**src/rtl/pt_walker_pkg.sv**
```systemverilog
package pt_walker_pkg;

  typedef enum logic [2:0] {
    WS_IDLE,
    WS_DIR,
    WS_LEAF,
    WS_MARK,
    WS_DONE
  } walk_state_e;

  typedef enum logic [1:0] {
    ACC_LOAD  = 2'b00,
    ACC_STORE = 2'b01,
    ACC_FETCH = 2'b10,
    ACC_RSVD  = 2'b11
  } acc_kind_e;

  // table word flag positions
  localparam int unsigned E_VALID = 0;
  localparam int unsigned E_READ  = 1;
  localparam int unsigned E_WRITE = 2;
  localparam int unsigned E_EXEC  = 3;
  localparam int unsigned E_DIRTY = 4;

  // outcome reason codes
  localparam logic [1:0] FC_NONE = 2'b00;
  localparam logic [1:0] FC_DIR  = 2'b01;
  localparam logic [1:0] FC_LEAF = 2'b10;
  localparam logic [1:0] FC_PERM = 2'b11;

endpackage

```
**src/rtl/pt_index_addr.sv**
```systemverilog
// Table word address: base plus index scaled by the entry size.
module pt_index_addr #(
  parameter int unsigned AW      = 32,
  parameter int unsigned IDX_W   = 10,
  parameter int unsigned ENT_LOG = 2
) (
  input  logic [AW-1:0]    base,
  input  logic [IDX_W-1:0] idx,
  output logic [AW-1:0]    addr
);
  localparam int unsigned PAD = AW - IDX_W - ENT_LOG;

  assign addr = base + {{PAD{1'b0}}, idx, {ENT_LOG{1'b0}}};

endmodule

```
**src/rtl/pt_perm_check.sv**
```systemverilog
// Decides whether a leaf word allows the access, and whether a store must mark it.
module pt_perm_check import pt_walker_pkg::*; #(
  parameter int unsigned EW = 32
) (
  input  logic [EW-1:0] entry,
  input  logic [1:0]    acc,
  output logic          allowed,
  output logic          want_dirty
);
  always_comb begin
    unique case (acc_kind_e'(acc))
      ACC_LOAD:  allowed = entry[E_READ];
      ACC_STORE: allowed = entry[E_WRITE];
      ACC_FETCH: allowed = entry[E_EXEC];
      default:   allowed = 1'b0;
    endcase
    want_dirty = (acc_kind_e'(acc) == ACC_STORE) && !entry[E_DIRTY];
  end

endmodule

```
**src/rtl/pt_walk_ctrl.sv**
```systemverilog
// Sequencer: one outstanding table access at a time.
module pt_walk_ctrl import pt_walker_pkg::*; #(
  parameter int unsigned AW    = 32,
  parameter int unsigned OFS_W = 12,
  parameter int unsigned IDX_W = 10
) (
  input  logic                   clk,
  input  logic                   rst,
  input  logic                   req_valid,
  input  logic [OFS_W+IDX_W-1:0] req_low,
  input  logic [1:0]             req_acc,
  output logic                   req_ready,
  input  logic [AW-1:0]          dir_addr,
  input  logic [AW-1:0]          leaf_addr,
  input  logic                   perm_ok,
  input  logic                   want_dirty,
  output logic [IDX_W-1:0]       leaf_idx,
  output logic [1:0]             acc_held,
  output logic                   mem_req_valid,
  input  logic                   mem_req_ready,
  output logic                   mem_req_we,
  output logic [AW-1:0]          mem_req_addr,
  output logic [AW-1:0]          mem_req_wdata,
  input  logic                   mem_rsp_valid,
  input  logic [AW-1:0]          mem_rsp_rdata,
  output logic                   done_valid,
  output logic                   done_fault,
  output logic [1:0]             done_cause,
  output logic [AW-1:0]          done_paddr
);
  localparam int unsigned LOW_W = OFS_W + IDX_W;

  walk_state_e      state_q;
  logic             pend_q;
  logic [LOW_W-1:0] low_q;
  logic [1:0]       acc_q;
  logic [AW-1:0]    addr_q;
  logic [AW-1:0]    wdata_q;
  logic             dv_q;
  logic             df_q;
  logic [1:0]       dc_q;
  logic [AW-1:0]    dp_q;

  logic             entry_ok;
  logic [AW-1:0]    leaf_pa;

  assign entry_ok = mem_rsp_rdata[E_VALID];
  assign leaf_pa  = {mem_rsp_rdata[AW-1:OFS_W], low_q[OFS_W-1:0]};

  assign req_ready     = (state_q == WS_IDLE);
  assign mem_req_valid = (((state_q == WS_DIR) || (state_q == WS_LEAF)) && !pend_q)
                         || (state_q == WS_MARK);
  assign mem_req_we    = (state_q == WS_MARK);
  assign mem_req_addr  = addr_q;
  assign mem_req_wdata = wdata_q;
  assign leaf_idx      = low_q[LOW_W-1:OFS_W];
  assign acc_held      = acc_q;
  assign done_valid    = dv_q;
  assign done_fault    = df_q;
  assign done_cause    = dc_q;
  assign done_paddr    = dp_q;

  always_ff @(posedge clk) begin
    if (rst) begin
      state_q <= WS_IDLE;
      pend_q  <= 1'b0;
      low_q   <= '0;
      acc_q   <= 2'b00;
      addr_q  <= '0;
      wdata_q <= '0;
      dv_q    <= 1'b0;
      df_q    <= 1'b0;
      dc_q    <= FC_NONE;
      dp_q    <= '0;
    end else begin
      dv_q <= 1'b0;
      unique case (state_q)
        WS_IDLE: begin
          if (req_valid) begin
            low_q   <= req_low;
            acc_q   <= req_acc;
            addr_q  <= dir_addr;
            pend_q  <= 1'b0;
            state_q <= WS_DIR;
          end
        end
        WS_DIR: begin
          if (!pend_q) begin
            if (mem_req_ready) pend_q <= 1'b1;
          end else if (mem_rsp_valid) begin
            pend_q <= 1'b0;
            if (!entry_ok) begin
              state_q <= WS_DONE;
              dv_q    <= 1'b1;
              df_q    <= 1'b1;
              dc_q    <= FC_DIR;
              dp_q    <= '0;
            end else begin
              addr_q  <= leaf_addr;
              state_q <= WS_LEAF;
            end
          end
        end
        WS_LEAF: begin
          if (!pend_q) begin
            if (mem_req_ready) pend_q <= 1'b1;
          end else if (mem_rsp_valid) begin
            pend_q <= 1'b0;
            if (!entry_ok) begin
              state_q <= WS_DONE;
              dv_q    <= 1'b1;
              df_q    <= 1'b1;
              dc_q    <= FC_LEAF;
              dp_q    <= '0;
            end else if (!perm_ok) begin
              state_q <= WS_DONE;
              dv_q    <= 1'b1;
              df_q    <= 1'b1;
              dc_q    <= FC_PERM;
              dp_q    <= '0;
            end else if (want_dirty) begin
              wdata_q          <= mem_rsp_rdata;
              wdata_q[E_DIRTY] <= 1'b1;
              dp_q             <= leaf_pa;
              state_q          <= WS_MARK;
            end else begin
              state_q <= WS_DONE;
              dv_q    <= 1'b1;
              df_q    <= 1'b0;
              dc_q    <= FC_NONE;
              dp_q    <= leaf_pa;
            end
          end
        end
        WS_MARK: begin
          if (mem_req_ready) begin
            state_q <= WS_DONE;
            dv_q    <= 1'b1;
            df_q    <= 1'b0;
            dc_q    <= FC_NONE;
          end
        end
        WS_DONE: state_q <= WS_IDLE;
        default: state_q <= WS_IDLE;
      endcase
    end
  end

endmodule

```
**src/rtl/pt_walker.sv**
```systemverilog
module pt_walker import pt_walker_pkg::*; #(
  parameter int unsigned VA_W    = 32,
  parameter int unsigned OFS_W   = 12,
  parameter int unsigned ENT_LOG = 2
) (
  input  logic            clk,
  input  logic            rst,
  input  logic            ptbr_we,
  input  logic [VA_W-1:0] ptbr_wdata,
  input  logic            req_valid,
  output logic            req_ready,
  input  logic [VA_W-1:0] req_vaddr,
  input  logic [1:0]      req_acc,
  output logic            mem_req_valid,
  input  logic            mem_req_ready,
  output logic            mem_req_we,
  output logic [VA_W-1:0] mem_req_addr,
  output logic [VA_W-1:0] mem_req_wdata,
  input  logic            mem_rsp_valid,
  input  logic [VA_W-1:0] mem_rsp_rdata,
  output logic            done_valid,
  output logic            done_fault,
  output logic [1:0]      done_cause,
  output logic [VA_W-1:0] done_paddr
);
  localparam int unsigned IDX_W = (VA_W - OFS_W) / 2;
  localparam int unsigned LOW_W = OFS_W + IDX_W;

  logic [VA_W-1:0]  ptbr_q;
  logic [VA_W-1:0]  dir_addr;
  logic [VA_W-1:0]  leaf_addr;
  logic [VA_W-1:0]  leaf_base;
  logic [IDX_W-1:0] leaf_idx;
  logic [1:0]       acc_held;
  logic             perm_ok;
  logic             want_dirty;

  always_ff @(posedge clk) begin
    if (rst)          ptbr_q <= '0;
    else if (ptbr_we) ptbr_q <= ptbr_wdata;
  end

  assign leaf_base = {mem_rsp_rdata[VA_W-1:OFS_W], {OFS_W{1'b0}}};

  pt_index_addr #(.AW(VA_W), .IDX_W(IDX_W), .ENT_LOG(ENT_LOG)) u_dir_addr (
    .base (ptbr_q),
    .idx  (req_vaddr[VA_W-1:LOW_W]),
    .addr (dir_addr)
  );

  pt_index_addr #(.AW(VA_W), .IDX_W(IDX_W), .ENT_LOG(ENT_LOG)) u_leaf_addr (
    .base (leaf_base),
    .idx  (leaf_idx),
    .addr (leaf_addr)
  );

  pt_perm_check #(.EW(VA_W)) u_perm (
    .entry      (mem_rsp_rdata),
    .acc        (acc_held),
    .allowed    (perm_ok),
    .want_dirty (want_dirty)
  );

  pt_walk_ctrl #(.AW(VA_W), .OFS_W(OFS_W), .IDX_W(IDX_W)) u_ctrl (
    .clk           (clk),
    .rst           (rst),
    .req_valid     (req_valid),
    .req_low       (req_vaddr[LOW_W-1:0]),
    .req_acc       (req_acc),
    .req_ready     (req_ready),
    .dir_addr      (dir_addr),
    .leaf_addr     (leaf_addr),
    .perm_ok       (perm_ok),
    .want_dirty    (want_dirty),
    .leaf_idx      (leaf_idx),
    .acc_held      (acc_held),
    .mem_req_valid (mem_req_valid),
    .mem_req_ready (mem_req_ready),
    .mem_req_we    (mem_req_we),
    .mem_req_addr  (mem_req_addr),
    .mem_req_wdata (mem_req_wdata),
    .mem_rsp_valid (mem_rsp_valid),
    .mem_rsp_rdata (mem_rsp_rdata),
    .done_valid    (done_valid),
    .done_fault    (done_fault),
    .done_cause    (done_cause),
    .done_paddr    (done_paddr)
  );

endmodule

```
**config.mk**
```make
export PLATFORM = sky130hd
export DESIGN_NAME = pt_walker
export DESIGN_NICKNAME = d
export VERILOG_FILES = /design/src/rtl/pt_walker_pkg.sv /design/src/rtl/pt_index_addr.sv /design/src/rtl/pt_perm_check.sv /design/src/rtl/pt_walk_ctrl.sv /design/src/rtl/pt_walker.sv
export SDC_FILE = /design/constraint.sdc
export NUM_CORES = 1
export LEC_CHECK = 0
export BUFFER_PORTS_ARGS = -buffer_cell sky130_fd_sc_hd__buf_2
export CAP_MARGIN = 10
export CELL_PAD_IN_SITES_DETAIL_PLACEMENT = 1
export CELL_PAD_IN_SITES_GLOBAL_PLACEMENT = 2
export CORE_UTILIZATION = 31
export CTS_CLUSTER_DIAMETER = 50
export DETAILED_ROUTE_END_ITERATION = 6
export HOLD_SLACK_MARGIN = 0.15
export PLACE_DENSITY_LB_ADDON = 0.1
export SLEW_MARGIN = 40
export SYNTH_ARGS = -nofsm -noshare
export SYNTH_HDL_FRONTEND = slang
export SYNTH_SLANG_ARGS = --single-unit
```
**constraint.sdc**
```tcl
create_clock -name clk -period 5.2 [get_ports clk]
set_input_delay 0.52 -clock clk [delete_from_list [all_inputs] [get_ports clk]]
set_output_delay 0.52 -clock clk [all_outputs]
set_load 0.05 [all_outputs]
```
==> out/metrics.csv <==
stage,metric,value,unit
outcome,status,"complete, no violations",
yosys,ys_ff_latch,159,
pwr,finalPower,3.23,mW
die,initial_core_util,31.6,%
yosys,synth_edf_count,0,
critical_path,critPathKind,reg -> reg,
routing,wirelength,23.1,mm
pwr,p_per_area,368,nW/um^2
global_routing,grt_max_degree,95,
yosys,synth_xor_area_share,2.91,%
global_routing,grt_antenna_before_repair,0,
placement,post-dp-hpwl,16.4,mm
cts,cts.hold.buffers_added,0,
final_layout,layout-drive-gt1-share,25.3,%
die,row_count,54,
sta,finClkSkew,0.0152,ns
final_layout,fin_util,40.1,%
pwr,p_leak,3.64,nW
yosys,syn_avg_cell_area,8.18,sq um
critical_path,cp-end-kind,flip-flop,
sta,fin_crit_sh,57.0,%
cts,tritoncts,yes,
yosys,async_flop_share,0,%
min_path,hold_depth,3,
sta,slew-limit-headroom,49.0,%
critical_path,ff2ff_path_depth,8,
critical_path,cp_max_fo,28,
flow_run,cap_violations,0,
cts,numCtsBuffers,17,
cts,clockBufferDepth,2,
die,coreArea,21900,sq um
routing,drc,0,
die,die_area,22900,sq um
critical_path,r2r_setup_slack,2.24,ns
routing,vias,6501,
yosys,ys_warn_count,0,
min_path,min_from,ptbr_wdata[2],
yosys,synth-main-ff-cell,dfxtp_1,
critical_path,worstReg2RegStart,u_ctrl.state_q[0],
critical_path,crit_path_start_kind,flip-flop,
final_layout,syn_to_final_growth,26.7,%
yosys,synth_mux_area_share,5.35,%
yosys,synth_adder_area_share,2.10,%
placement,dpl-instance-area,8160,sq um
final_layout,multi_input_area,3500,sq um
final_layout,final_cells,1311,
min_path,hp-class,in -> reg,
sta,setup_viol,0,
routing,vias_per_cell,4.96,
final_layout,fill_cells,2708,
sta,min_period,2.96,ns
sta,rsz0062_at_grt,no,
cts,clkTransAtPathRegs,0.07,ns
critical_path,worstPathArrival,3.29,ns
final_layout,n_antenna_cell,0,
yosys,syn_area,6920,sq um
cts,ctsHtreeMaxLevel,4,
critical_path,worstPathRequired,5.53,ns
pwr,vdd_drop_max,188,uV
cts,post_cts_buffers,0,
yosys,seq_area_frac_synth,46.0,%
cts,clkSinkCount,159,
cts,postCtsResizedCells,0,
yosys,synth-simple-area-share,21.6,%
die,pin_count,207,
yosys,syn_inst,846,
sta,fmax,338,MHz
cts,clock_latency,0.44,ns
critical_path,reg2reg_to,u_ctrl.mem_req_addr[14],
yosys,synth_nets,961,
sta,finalHoldViolations,0,
sta,fin_setup_tns,0,ns
die,die_w,151,microns
min_path,holdPathEnd,ptbr_q[2],
die,die_h,151,microns
yosys,synth_compound_area_share,18.0,%
global_routing,grt_first_pass_wirelength,36.0,mm
sta,tightest_slew,0.762,ns
final_layout,final_area,8770,sq um
yosys,synth_cell_types,58,
global_routing,overflow,0,
routing,wire_per_inst,17.6,microns
yosys,synth_top_family_by_area,simple AND/OR/NAND/NOR gates,
placement,numPortBuffers,206,
placement,gp_congestion,0.792,
global_routing,grt_usage,20.5,%
routing,dr.pass1.iters,5,
sta,final_max_slew_viol_count,0,
cts,root_buffer,clkbuf_16,
final_layout,final_nets,1133,
global_routing,grt_pass1_vias,6392,
routing,final_antenna_net_count,0,
placement,place_inst,1279,
routing,initialDrtViolationCount,266,
final_layout,regArea,3180,sq um
-- routing by layer --
| layer | vias up | part of all wire, % | wire length (microns) | global-route usage, % |
|---|---|---|---|---|
| met5 | - | 0 | 0 | 0 |
| met4 | 0 | 0.45 | 104 | 5.40 |
| met3 | 7 | 5.3 | 1210 | 4.04 |
| met2 | 141 | 46 | 10500 | 32.4 |
| met1 | 3056 | 49 | 11200 | 28.4 |
| li1 | 3297 | - | - | - |
-- metrics by stage --
| step | hold slack, ns | worst slack (ns) |
|---|---|---|
| 6_report | 0.317 | 2.24 |
| 5_1_grt | 0.310 | 1.93 |
| 4_1_cts | 0.301 | 2.16 |
| 2_1_floorplan | 0.432 | 2.63 |
| 3_5_place_dp | 0.443 | 2.23 |
| 3_3_place_gp | 0.439 | 2.04 |
-- Yosys cell counts (4+ instances only) --
cell,n,area [sq um]
a2111oi_0,4,35.0
a211oi_1,21,158
a21oi_1,117,586
a221oi_1,4,35.0
a311oi_1,5,43.8
a31oi_1,6,37.5
and3_1,4,25.0
buf_1,6,22.5
clkbuf_1,51,191
dfxtp_1,159,3180
ha_1,10,125
inv_1,8,30.0
mux2i_1,37,370
nand2_1,182,683
nand3_1,40,200
nand4_1,4,25.0
nor2_1,60,225
nor2b_1,4,25.0
nor3_1,12,60.1
nor4_1,8,50.1
o21ai_0,21,105
or3_1,13,81.3
xnor2_1,16,140
xor2_1,7,61.3
-- area by class of cell --
| cell class | count | share of cell area (%) |
|---|---|---|
| Multi-Input combinational cell | 616 | 39.9 |
| Inverter | 8 | 0.342 |
| Sequential cell | 159 | 36.3 |
| Timing Repair Buffer | 216 | 12.7 |
| Clock inverter | 15 | 1.94 |
| Tap cell | 280 | 3.99 |
| Clock buffer | 17 | 4.85 |
-- state kept, by name, indices dropped and copies added, names as in the netlist --
name / cells
u_ctrl.mem_req_wdata: 31
u_ctrl.mem_req_addr: 32
ptbr_q: 32
u_ctrl.acc_held: 2
u_ctrl.pend_q: 1
u_ctrl.state_q: 3
u_ctrl.low_q: 22
u_ctrl.done_cause: 2
u_ctrl.done_valid: 1
u_ctrl.done_paddr: 32
u_ctrl.done_fault: 1
-- worst max path at each step --
stage,startpoint,to,slack [ns],cells after the start
2_1_floorplan,req_vaddr[22],u_ctrl.mem_req_addr[28],2.63,9
3_3_place_gp,req_vaddr[22],u_ctrl.mem_req_addr[28],2.04,9
3_5_place_dp,u_ctrl.state_q[0],u_ctrl.mem_req_addr[14],2.23,8
4_1_cts,u_ctrl.state_q[0],u_ctrl.mem_req_addr[14],2.16,8
5_1_grt,u_ctrl.state_q[0],u_ctrl.mem_req_addr[14],1.93,8
6_report,u_ctrl.state_q[0],u_ctrl.mem_req_addr[14],2.24,8
-- placed cells by master, fill, tap and decap left out, drive strengths merged, types with 3 or more instances in the layout --
master	count
nand2	182
buf	216
nand4	5
a22oi	4
nand3	40
dfxtp	159
a21boi	3
mux2i	37
a311oi	5
a31oi	6
a221oi	4
o21ai	21
ha	10
clkbuf	17
nor4	9
a21oi	117
xnor2	16
nor2b	4
or3	13
and3	4
a211oi	21
inv	15
clkinv	7
a21o	3
o211ai	4
nor2	60
a2111oi	4
xor2	7
nor3	12
-- kinds of logic after synthesis --
| group | after synthesis |
|---|---|
| AO/OA/AOI/OAI | 205 |
| XOR/XNOR | 23 |
| adder cells (fa/ha/maj) | 11 |
| buffers and inverters | 71 |
| flip-flops | 159 |
| multiplexers | 37 |
| AND/OR/NAND/NOR | 340 |
-- worst max-delay path, cell delays in order (launching register included) --
cell	delay, ns
dfxtp_1	0.64
nor3b_4	0.26
buf_4	0.34
nand2_1	0.18
a22oi_2	0.63
buf_4	0.35
nor2_1	0.05
or3_1	0.34
o41ai_1	0.06
-- report_power, final --
group	leakage (nW)	switching (mW)	internal [mW]	total (mW)
sequential	1.30	0.0605	1.29	1.35
combinational	2.05	0.439	0.185	0.624
clock	0.287	0.605	0.647	1.25
total	3.64	1.10	2.12	3.23
Power figures use the tool's default switching activity.
